## src/rtl/pwc_pkg.sv

```systemverilog
package pwc_pkg;
    localparam logic [1:0] ADDR_CTRL = 2'd0;
    localparam logic [1:0] ADDR_STAT = 2'd1;
    localparam logic [1:0] ADDR_HOLD = 2'd2;

    // control register bit positions
    localparam int CTRL_RUN  = 0;
    localparam int CTRL_IE   = 1;
    localparam int CTRL_MEAS = 2;
    localparam int CTRL_ESEL = 3;
    localparam int CTRL_TSEL = 5;

    // status register bit positions
    localparam int ST_UF   = 0;
    localparam int ST_DONE = 1;
    localparam int ST_FULL = 2;

    typedef enum logic [1:0] {
        EDGE_RISE_FALL = 2'b00,
        EDGE_FALL_RISE = 2'b01,
        EDGE_RISE_RISE = 2'b10,
        EDGE_RISE_RIS2 = 2'b11
    } edge_sel_e;
endpackage

```

## src/rtl/pwc_edge_sync.sv

```systemverilog
module pwc_edge_sync #(
    parameter int STAGES = 2
) (
    input  logic clk,
    input  logic rst_n,
    input  logic sig_i,
    output logic rise_o,
    output logic fall_o
);
    // STAGES synchronizer flops plus one history flop
    logic [STAGES:0] sh_d, sh_q;

    always_comb begin
        sh_d = {sh_q[STAGES-1:0], sig_i};
    end

    always_ff @(posedge clk or negedge rst_n) begin
        if (!rst_n) sh_q <= '0;
        else        sh_q <= sh_d;
    end

    assign rise_o =  sh_q[STAGES-1] & ~sh_q[STAGES];
    assign fall_o = ~sh_q[STAGES-1] &  sh_q[STAGES];
endmodule

```

## src/rtl/pwc_tick_sel.sv

```systemverilog
module pwc_tick_sel #(
    parameter int NUM_TICKS = 4,
    parameter int SEL_W     = 2
) (
    input  logic [NUM_TICKS-1:0] tick_i,
    input  logic [SEL_W-1:0]     sel_i,
    output logic                 tick_o
);
    logic [NUM_TICKS-1:0] hit;

    for (genvar g = 0; g < NUM_TICKS; g++) begin : g_hit
        assign hit[g] = tick_i[g] && (sel_i == SEL_W'(g));
    end

    assign tick_o = |hit;
endmodule

```

## src/rtl/pwc_timer.sv

```systemverilog
module pwc_timer
    import pwc_pkg::*;
#(
    parameter int CNT_W     = 8,
    parameter int NUM_TICKS = 4,
    parameter int SYNC_LEN  = 2
) (
    input  logic                 clk,
    input  logic                 rst_n,
    input  logic [NUM_TICKS-1:0] tick_i,
    input  logic                 pulse_i,
    input  logic                 wr_en_i,
    input  logic                 rd_en_i,
    input  logic [1:0]           addr_i,
    input  logic [CNT_W-1:0]     wdata_i,
    output logic [CNT_W-1:0]     rdata_o,
    output logic                 irq_o
);
    localparam int SEL_W = (NUM_TICKS > 1) ? $clog2(NUM_TICKS) : 1;
    localparam logic [CNT_W-1:0] CNT_MAX = '1;
    localparam logic [CNT_W-1:0] CNT_ONE = CNT_W'(1);

    typedef struct packed {
        logic [CNT_W-1:0] cnt;
        logic [CNT_W-1:0] hold;
        logic             run;
        logic             ie;
        logic             meas;
        edge_sel_e        esel;
        logic [SEL_W-1:0] tsel;
        logic             uf;
        logic             done;
        logic             full;
        logic             active;
    } state_t;

    state_t s_d, s_q;

    logic tick_hit, in_rise, in_fall;
    logic wr_ctrl, wr_stat, wr_hold, rd_hold, stop_now, run_eff;
    logic start_edge, end_edge, set_uf, set_cmp;
    logic [CNT_W-1:0] ctrl_rd;

    pwc_tick_sel #(.NUM_TICKS(NUM_TICKS), .SEL_W(SEL_W)) u_tick (
        .tick_i (tick_i),
        .sel_i  (s_q.tsel),
        .tick_o (tick_hit)
    );

    pwc_edge_sync #(.STAGES(SYNC_LEN)) u_sync (
        .clk    (clk),
        .rst_n  (rst_n),
        .sig_i  (pulse_i),
        .rise_o (in_rise),
        .fall_o (in_fall)
    );

    assign wr_ctrl  = wr_en_i && (addr_i == ADDR_CTRL);
    assign wr_stat  = wr_en_i && (addr_i == ADDR_STAT);
    assign wr_hold  = wr_en_i && (addr_i == ADDR_HOLD);
    assign rd_hold  = rd_en_i && (addr_i == ADDR_HOLD);
    assign stop_now = wr_ctrl && !wdata_i[CTRL_RUN];
    assign run_eff  = s_q.run && !stop_now;

    assign start_edge = (s_q.esel == EDGE_FALL_RISE) ? in_fall : in_rise;
    assign end_edge   = (s_q.esel == EDGE_RISE_FALL) ? in_fall : in_rise;

    always_comb begin
        s_d     = s_q;
        set_uf  = 1'b0;
        set_cmp = 1'b0;

        if (wr_ctrl) begin
            s_d.run  = wdata_i[CTRL_RUN];
            s_d.ie   = wdata_i[CTRL_IE];
            s_d.meas = wdata_i[CTRL_MEAS];
            s_d.esel = edge_sel_e'(wdata_i[CTRL_ESEL +: 2]);
            s_d.tsel = wdata_i[CTRL_TSEL +: SEL_W];
            // leaving measure mode or starting from stop re-arms the measurer
            if (!wdata_i[CTRL_MEAS] || (wdata_i[CTRL_RUN] && !s_q.run))
                s_d.active = 1'b0;
        end

        if (wr_hold)
            s_d.hold = wdata_i;

        if (run_eff) begin
            if (!s_q.meas) begin
                if (s_q.cnt == '0) begin
                    s_d.cnt = s_q.hold;
                end else if (tick_hit) begin
                    s_d.cnt = s_q.cnt - CNT_ONE;
                    set_uf  = (s_q.cnt == CNT_ONE);
                end
            end else if (!s_q.active) begin
                if (start_edge) begin
                    s_d.cnt    = CNT_MAX;
                    s_d.active = 1'b1;
                end
            end else if (end_edge) begin
                s_d.hold   = ~s_q.cnt;
                s_d.active = 1'b0;
                set_cmp    = 1'b1;
            end else if (tick_hit) begin
                s_d.cnt = s_q.cnt - CNT_ONE;
                set_uf  = (s_q.cnt == CNT_ONE);
            end
        end

        // sticky flags: set beats clear, writing 1 keeps the value
        s_d.uf   = set_uf  | (s_q.uf   & ~(wr_stat && !wdata_i[ST_UF]));
        s_d.done = set_cmp | (s_q.done & ~(wr_stat && !wdata_i[ST_DONE]));
        s_d.full = set_cmp | (s_q.full & ~rd_hold);
    end

    always_ff @(posedge clk or negedge rst_n) begin
        if (!rst_n) s_q <= '0;
        else        s_q <= s_d;
    end

    always_comb begin
        ctrl_rd                    = '0;
        ctrl_rd[CTRL_RUN]          = s_q.run;
        ctrl_rd[CTRL_IE]           = s_q.ie;
        ctrl_rd[CTRL_MEAS]         = s_q.meas;
        ctrl_rd[CTRL_ESEL +: 2]    = s_q.esel;
        ctrl_rd[CTRL_TSEL +: SEL_W] = s_q.tsel;
    end

    always_comb begin
        rdata_o = '0;
        case (addr_i)
            ADDR_CTRL: rdata_o = ctrl_rd;
            ADDR_STAT: begin
                rdata_o[ST_UF]   = s_q.uf;
                rdata_o[ST_DONE] = s_q.done;
                rdata_o[ST_FULL] = s_q.full;
            end
            ADDR_HOLD: rdata_o = s_q.hold;
            default:   rdata_o = '0;
        endcase
    end

    assign irq_o = s_q.ie & (s_q.uf | s_q.done | s_q.full);
endmodule

```

## config.mk

```make
export PLATFORM = sky130hd
export DESIGN_NAME = pwc_timer
export DESIGN_NICKNAME = d
export VERILOG_FILES = /design/src/rtl/pwc_pkg.sv /design/src/rtl/pwc_edge_sync.sv /design/src/rtl/pwc_tick_sel.sv /design/src/rtl/pwc_timer.sv
export SDC_FILE = /design/constraint.sdc
export NUM_CORES = 1
export LEC_CHECK = 0
export BUFFER_PORTS_ARGS = -buffer_cell sky130_fd_sc_hd__buf_2
export CAP_MARGIN = 20
export CORE_ASPECT_RATIO = 1.4
export CORE_MARGIN = 2
export CORE_UTILIZATION = 51
export DETAILED_ROUTE_END_ITERATION = 8
export PLACE_DENSITY = 0.72
export SYNTH_ARGS = -nofsm -noshare
export SYNTH_HDL_FRONTEND = slang
export SYNTH_HIERARCHICAL = 1
export SYNTH_SLANG_ARGS = --single-unit
```

## constraint.sdc

```tcl
create_clock -name clk -period 2.3 [get_ports clk]
set_clock_uncertainty 0.2 [all_clocks]
set_input_delay 0.46 -clock clk [delete_from_list [all_inputs] [get_ports clk]]
set_output_delay 0.46 -clock clk [all_outputs]
set_load 0.02 [all_outputs]
```

---- After elaboration in Yosys (flattened, before gate mapping) ----
Index checks and enable logic that the tools add are counted.
W data, S select, Z words.
operators by class
  add/sub/neg operators ................... 1
  shift operators ......................... 0
  reduce and logical (&&, ||, !) cells .... 25
  order comparisons ....................... 0
  multipliers ............................. 0
  div/mod/pow operators ................... 0
  eq/ne operators ......................... 9
  bitwise gates (word level) .............. 17
  multiplexer cells ....................... 32
operators by type and width
  cell                   number
  $mux W8                11
  $mux W1                19
  $logic_and A1 B1 Y1    13
  $pmux W5 S2            1
  $pmux W3 S3            1
  $eq A8 B1 Y1 const B   1
  $logic_not A8 Y1       1
  $not A8 Y8             1
  $sub A8 B1 Y8 const B  1
  $and A1 B1 Y1          6
  $eq A2 B1 Y1 const B   3
  $eq A2 B2 Y1 const B   3
  $logic_not A2 Y1       3
  $logic_not A1 Y1       5
  $not A1 Y1             5
  $or A1 B1 Y1           5
  $reduce_or A4 Y1       1
  $ne A3 B2 Y1 const B   1
  $ne A3 B3 Y1 const B   1
  $reduce_and A3 Y1      1
  $logic_or A1 B1 Y1     1
storage, ports and cells
  RAM bits ................................ 0
  memory bits (read-only) ................. 0
  word-level logic and storage cells ...... 96
  bits in latches ......................... 0
  memories ................................ 0
  output and inout port bits .............. 9
  flip-flop bits (word level) ............. 30

---- Logic depth before layout (Yosys ltp) ----
  depth after elaboration ................. 9
  gate-level depth with buffers ........... 6
  gate-level depth less buffers ........... 6

---- Hierarchy ----
Netlist, hierarchy kept.
by module, submodules not included
  module         instances  area an instance (sq um)  cells each
  pwc_timer      1          1911.8                    205
  pwc_edge_sync  1          90.1                      5
  pwc_tick_sel   1          22.5                      1

---- Worst setup path after synthesis ----
No wires, ideal clock.
  path kind ............................... register -> register
  start ................................... register s_q, in the netlist ctrl_rd[6]
  end ..................................... register s_q[25] (netlist name)
  cell stages (with the launch flop) ...... 7
  setup slack ............................. 0.160 ns
  clock period less this slack ............ 2.140 ns
  arrival time ............................ 1.806 ns
  cells stage by stage .................... dfrtp_1 mux4_2 buf_2 nor4bb_1 a32oi_1 o31ai_1 o22ai_1
between the ends
  longest elaborated chain between the ends .. 7
  elaborated cells between the ends (all ways) .. 14
  those cells by class .................... eq/ne (3); mux (5); reduce/logical (6)
RTL lines
  element                               RTL line            text
  start: declaration                    pwc_timer.sv:37     state_t s_d, s_q;
  start signal: assignment              pwc_timer.sv:117    if (!rst_n) s_q <= '0;
  start signal: assignment              pwc_timer.sv:118    else s_q <= s_d;
  $eq A2 B1 Y1 (tied with other cells)  pwc_tick_sel.sv:12  assign hit[g] = tick_i[g] && (sel_i == SEL_W'(g));
  $logic_and A1 B1 Y1                   pwc_tick_sel.sv:12
  $reduce_or A4 Y1 (*)                  pwc_tick_sel.sv:15  assign tick_o = |hit;
  net tick_hit                          pwc_timer.sv:39     logic tick_hit, in_rise, in_fall;
  $mux W8 (*)                           --
  $mux W8 (2 in series)                 --
  $mux W8 (*)                           --
Mark *: on every way through the listed nets, which the timed path passes. The rest lies on a longest branch. The select of a mux whose other input is x is not followed.
A chain may end at the register's enable or synchronous reset.

---- Worst setup path after layout ----
Same ends and word-level chain as after synthesis.

==> qor.csv <==
stage,metric,value,unit
run_status,outcome,"complete, no violations",
timing,RSZ-0062 raised after global routing,no,
detailed_routing,via count,1827,
synthesis,#FFs+latches synth,30,
synthesis,Post-synth EDFFs,0,
clock_tree,Clock transition at path regs,0.06,ns
finish,layout net count,273,
synthesis,Post-Synth Simple-Gate Area,0.2287,
global_route,global route overflow,0,
timing,Tmin final,2.155,ns
clock_tree,H-tree Lvls,2,
detailed_routing,initial drt markers,145,
placement,Final Wtd Congestion,0.9032,
worst_setup_path,CP arrival,2.11,ns
timing,final setup fails,0,
detailed_routing,DRC Markers,0,
synthesis,largest family of logic cells by synthesized area,simple AND/OR/NAND/NOR gates,
synthesis,post-synthesis adder-cell area fraction,0.01854,
synthesis,Netlist cell types,59,
synthesis,Synth Area in Compound Gates,0.1996,
clock_tree,clk buf depth,2,
worst_setup_path,Buf/Inv on CP,0,
run,MaxCap Viol Count,0,
power,PD cells,834.9,nW/um2
detailed_routing,post-route ant nets,0,
floorplan,Top Ports,28,
synthesis,post-synth top area share,0.3708,
synthesis,asr flop ratio synth,1.000,
clock_tree,Hold Buf Count CTS,0,
worst_setup_path,CP Cell Sequence,"mux4_2, nor4bb_4, a32oi_1, o31ai_1, o22ai_1",
detailed_routing,vias per cell,6.193,
detailed_routing,WL/cell,18.23,um
worst_setup_path,crit path kind,flip-flop to flip-flop,
timing,Max transition margin,0.5529,
power,P_leak,1.207,nW
finish,Util after Layout,0.6174,
synthesis,mux cell area share after synthesis,0.1397,
global_route,All-Layer GR Usage,0.2588,
timing,Max Clk Rate,464.0,MHz
synthesis,"Cell Area, Synth",2024,um2
synthesis,xor/xnor share of the synthesized area,0.004326,
placement,post-detail-place hpwl,4.111,mm
synthesis,Synthesis Warnings,6,
synthesis,synth cell count leaders,"dfrtp_1 (30), nand2_1 (29), mux2i_1 (26)",
floorplan,row cnt,27,
synthesis,synthesized area per cell,9.595,um2
timing,Slew Limit Fails,0,
synthesis,Synth area leaders,"dfrtp_1 (37%), mux2i_1 (13%), nand2_1 (5.4%)",
floorplan,die width,57.25,um
timing,hold violation total from the final report,0,
synthesis,Yosys top cell by area,dfrtp_1,
clock_tree,CTS tree,yes,
floorplan,initial core utilization,0.5211,
synthesis,Main synth FF type,dfrtp_1,
worst_setup_path,cell family with most CP delay,compound AO/OA/AOI/OAI gates,
worst_hold_path,Hold/Removal Path Class,input pin to async pin,
finish,fill cell count,348,
timing,Worst-Margin Slew,0.6706,ns
worst_setup_path,CP max stage cell,mux4_2,
synthesis,Gate Count Post-Synth,211,
worst_setup_path,Worst Path Required,2.25,ns
clock_tree,Post-CTS Setup Inserts,0,
detailed_routing,final WL,5.379,mm
clock_tree,later-pin clock latency in the skew report,0.28,ns
synthesis,post-synthesis sequential area ratio,0.3708,
global_route,largest net degree at the start of global routing,31,
global_route,first-pass GRT wire length,8.852,mm
finish,Non-Filler Instances,295,
worst_setup_path,CP Max Fanout,7,
synthesis,most instantiated library cell after synthesis,dfrtp_1,
synthesis,synthesized net count,233,
floorplan,Die Span Y,78.55,um
worst_setup_path,CP Capture Type,flip-flop,
worst_setup_path,crit-path max cell delay,0.45,ns
floorplan,core footprint,3885,um2
timing,fin crit share,0.9370,
global_route,initial antenna violation count,0,
global_route,number of global-route vias before repair,1777,
placement,dpl cells,287,
finish,antenna cells,0,
placement,port bufs,27,
clock_tree,Root Driver,clkbuf_8,
detailed_routing,drt first pass iters,4,
clock_tree,Num CTS Buffers,5,
clock_tree,CTS Sinks,30,
floorplan,die area,4497,um2
power,Max VDD drop,0.0005512,V
finish,layout cells sized above 1,0.2698,
worst_setup_path,Startpoint Class,flip-flop,
finish,Area Growth Syn to Fin,18.48,%
-- state kept, by name, indices dropped and copies added (netlist names) --
register     flops
s_q             20
ctrl_rd          7
u_sync/sh_q      3
-- path summary, 6_finish.rpt --
| kind | slack [ns] | depth (start not counted) | end | start |
|---|---|---|---|---|
| worst max-delay path | 0.14 | 5 | s_q[25] | ctrl_rd[6] |
| worst min-delay path | 0.008 | 1 | u_sync/sh_q[0] | rst_n |
| worst max register to register | 0.14 | 5 | s_q[25] | ctrl_rd[6] |
| worst min register to register | 0.15 | 0 | u_sync/sh_q[1] | u_sync/sh_q[0] |
| max in group asynchronous | 1.45 | 1 | s_q[21] | rst_n |
| min in group clk | 0.08 | 1 | u_sync/sh_q[0] | pulse_i |
-- report_power, final --
group | internal, mW | switching [mW]
Clock | 0.241 | 0.198
Sequential | 0.642 | 0.160
Combinational | 0.339 | 0.423
-- timing repair --
action / in CTS / in global routing
setup endpoints to repair: 1 / 1
resized for setup: 1 / 2
gates cloned: 0 / 0
-- cells in the final DEF, fill, tap and decap left out, types with 2 or more instances in the layout --
master,synthesis,routed
clkbuf_8,0,6
a22oi_1,3,3
a211oi_1,2,2
a32oi_1,3,3
mux2i_1,26,26
nand2b_1,2,2
nor2_1,7,7
ha_1,3,3
and4_1,2,2
buf_2,5,27
dfrtp_1,30,30
nor4_1,2,2
o211a_1,2,2
buf_4,0,15
nand3b_1,3,3
o21ai_0,10,10
a21o_1,2,2
a211o_1,2,2
nand3_1,8,8
nand2_1,29,29
nor2b_1,5,5
o31ai_1,2,2
nor3b_2,3,3
inv_1,10,10
nor3_1,6,6
o32ai_1,3,3
a21oi_1,4,4
-- cells by family (layout without fill, tap and decap cells) --
| logic type | Yosys count | count (layout) |
|---|---|---|
| adders and majority gates | 3 | 3 |
| buffers and inverters | 19 | 60 |
| DFF | 30 | 30 |
| muxes | 27 | 27 |
| xor gates and xnor gates | 1 | 1 |
| and+or+nand+nor | 80 | 80 |
| AOI/OAI and AO/OA | 51 | 51 |
-- through the flow --
stage / total power, mW / instance area [um2] / TNS (ns) / worst slack (ns) / hold slack [ns]
3_5_place_dp: 1.541 / 2286 / -0.04643 / -0.04643 / 0.1412
6_report: 2.002 / 2399 / 0 / 0.1450 / 0.007667
2_1_floorplan: 1.275 / 2024 / 0 / 0.1602 / -0.03559
5_1_grt: 2.127 / 2399 / 0 / 0.06537 / 0.05157
4_1_cts: 1.995 / 2384 / 0 / 0.08908 / 0.03568
3_3_place_gp: 1.529 / 2286 / 0 / 0.009186 / 0.1329
-- routing by layer --
metal / up-vias / global-route usage / share of wire
met2: 76 / 0.4391 / 0.52
met5: - / 0 / 0
met4: 0 / 0.1209 / 0.028
met3: 12 / 0.04778 / 0.058
li1: 876 / - / -
met1: 863 / 0.3112 / 0.40
-- area by class of cell --
type                       count  area, um2  area share
clock buffer                   7      86.33     0.03599
clock inverter                 1      5.005    0.002087
inverter                      10      37.54     0.01565
multi-input combinational    162       1217      0.5076
sequential                    30      750.7      0.3130
tap                           43      53.80     0.02243
timing repair buffer          42      247.7      0.1033
Note: power is estimated with default switching activity, not from simulation.
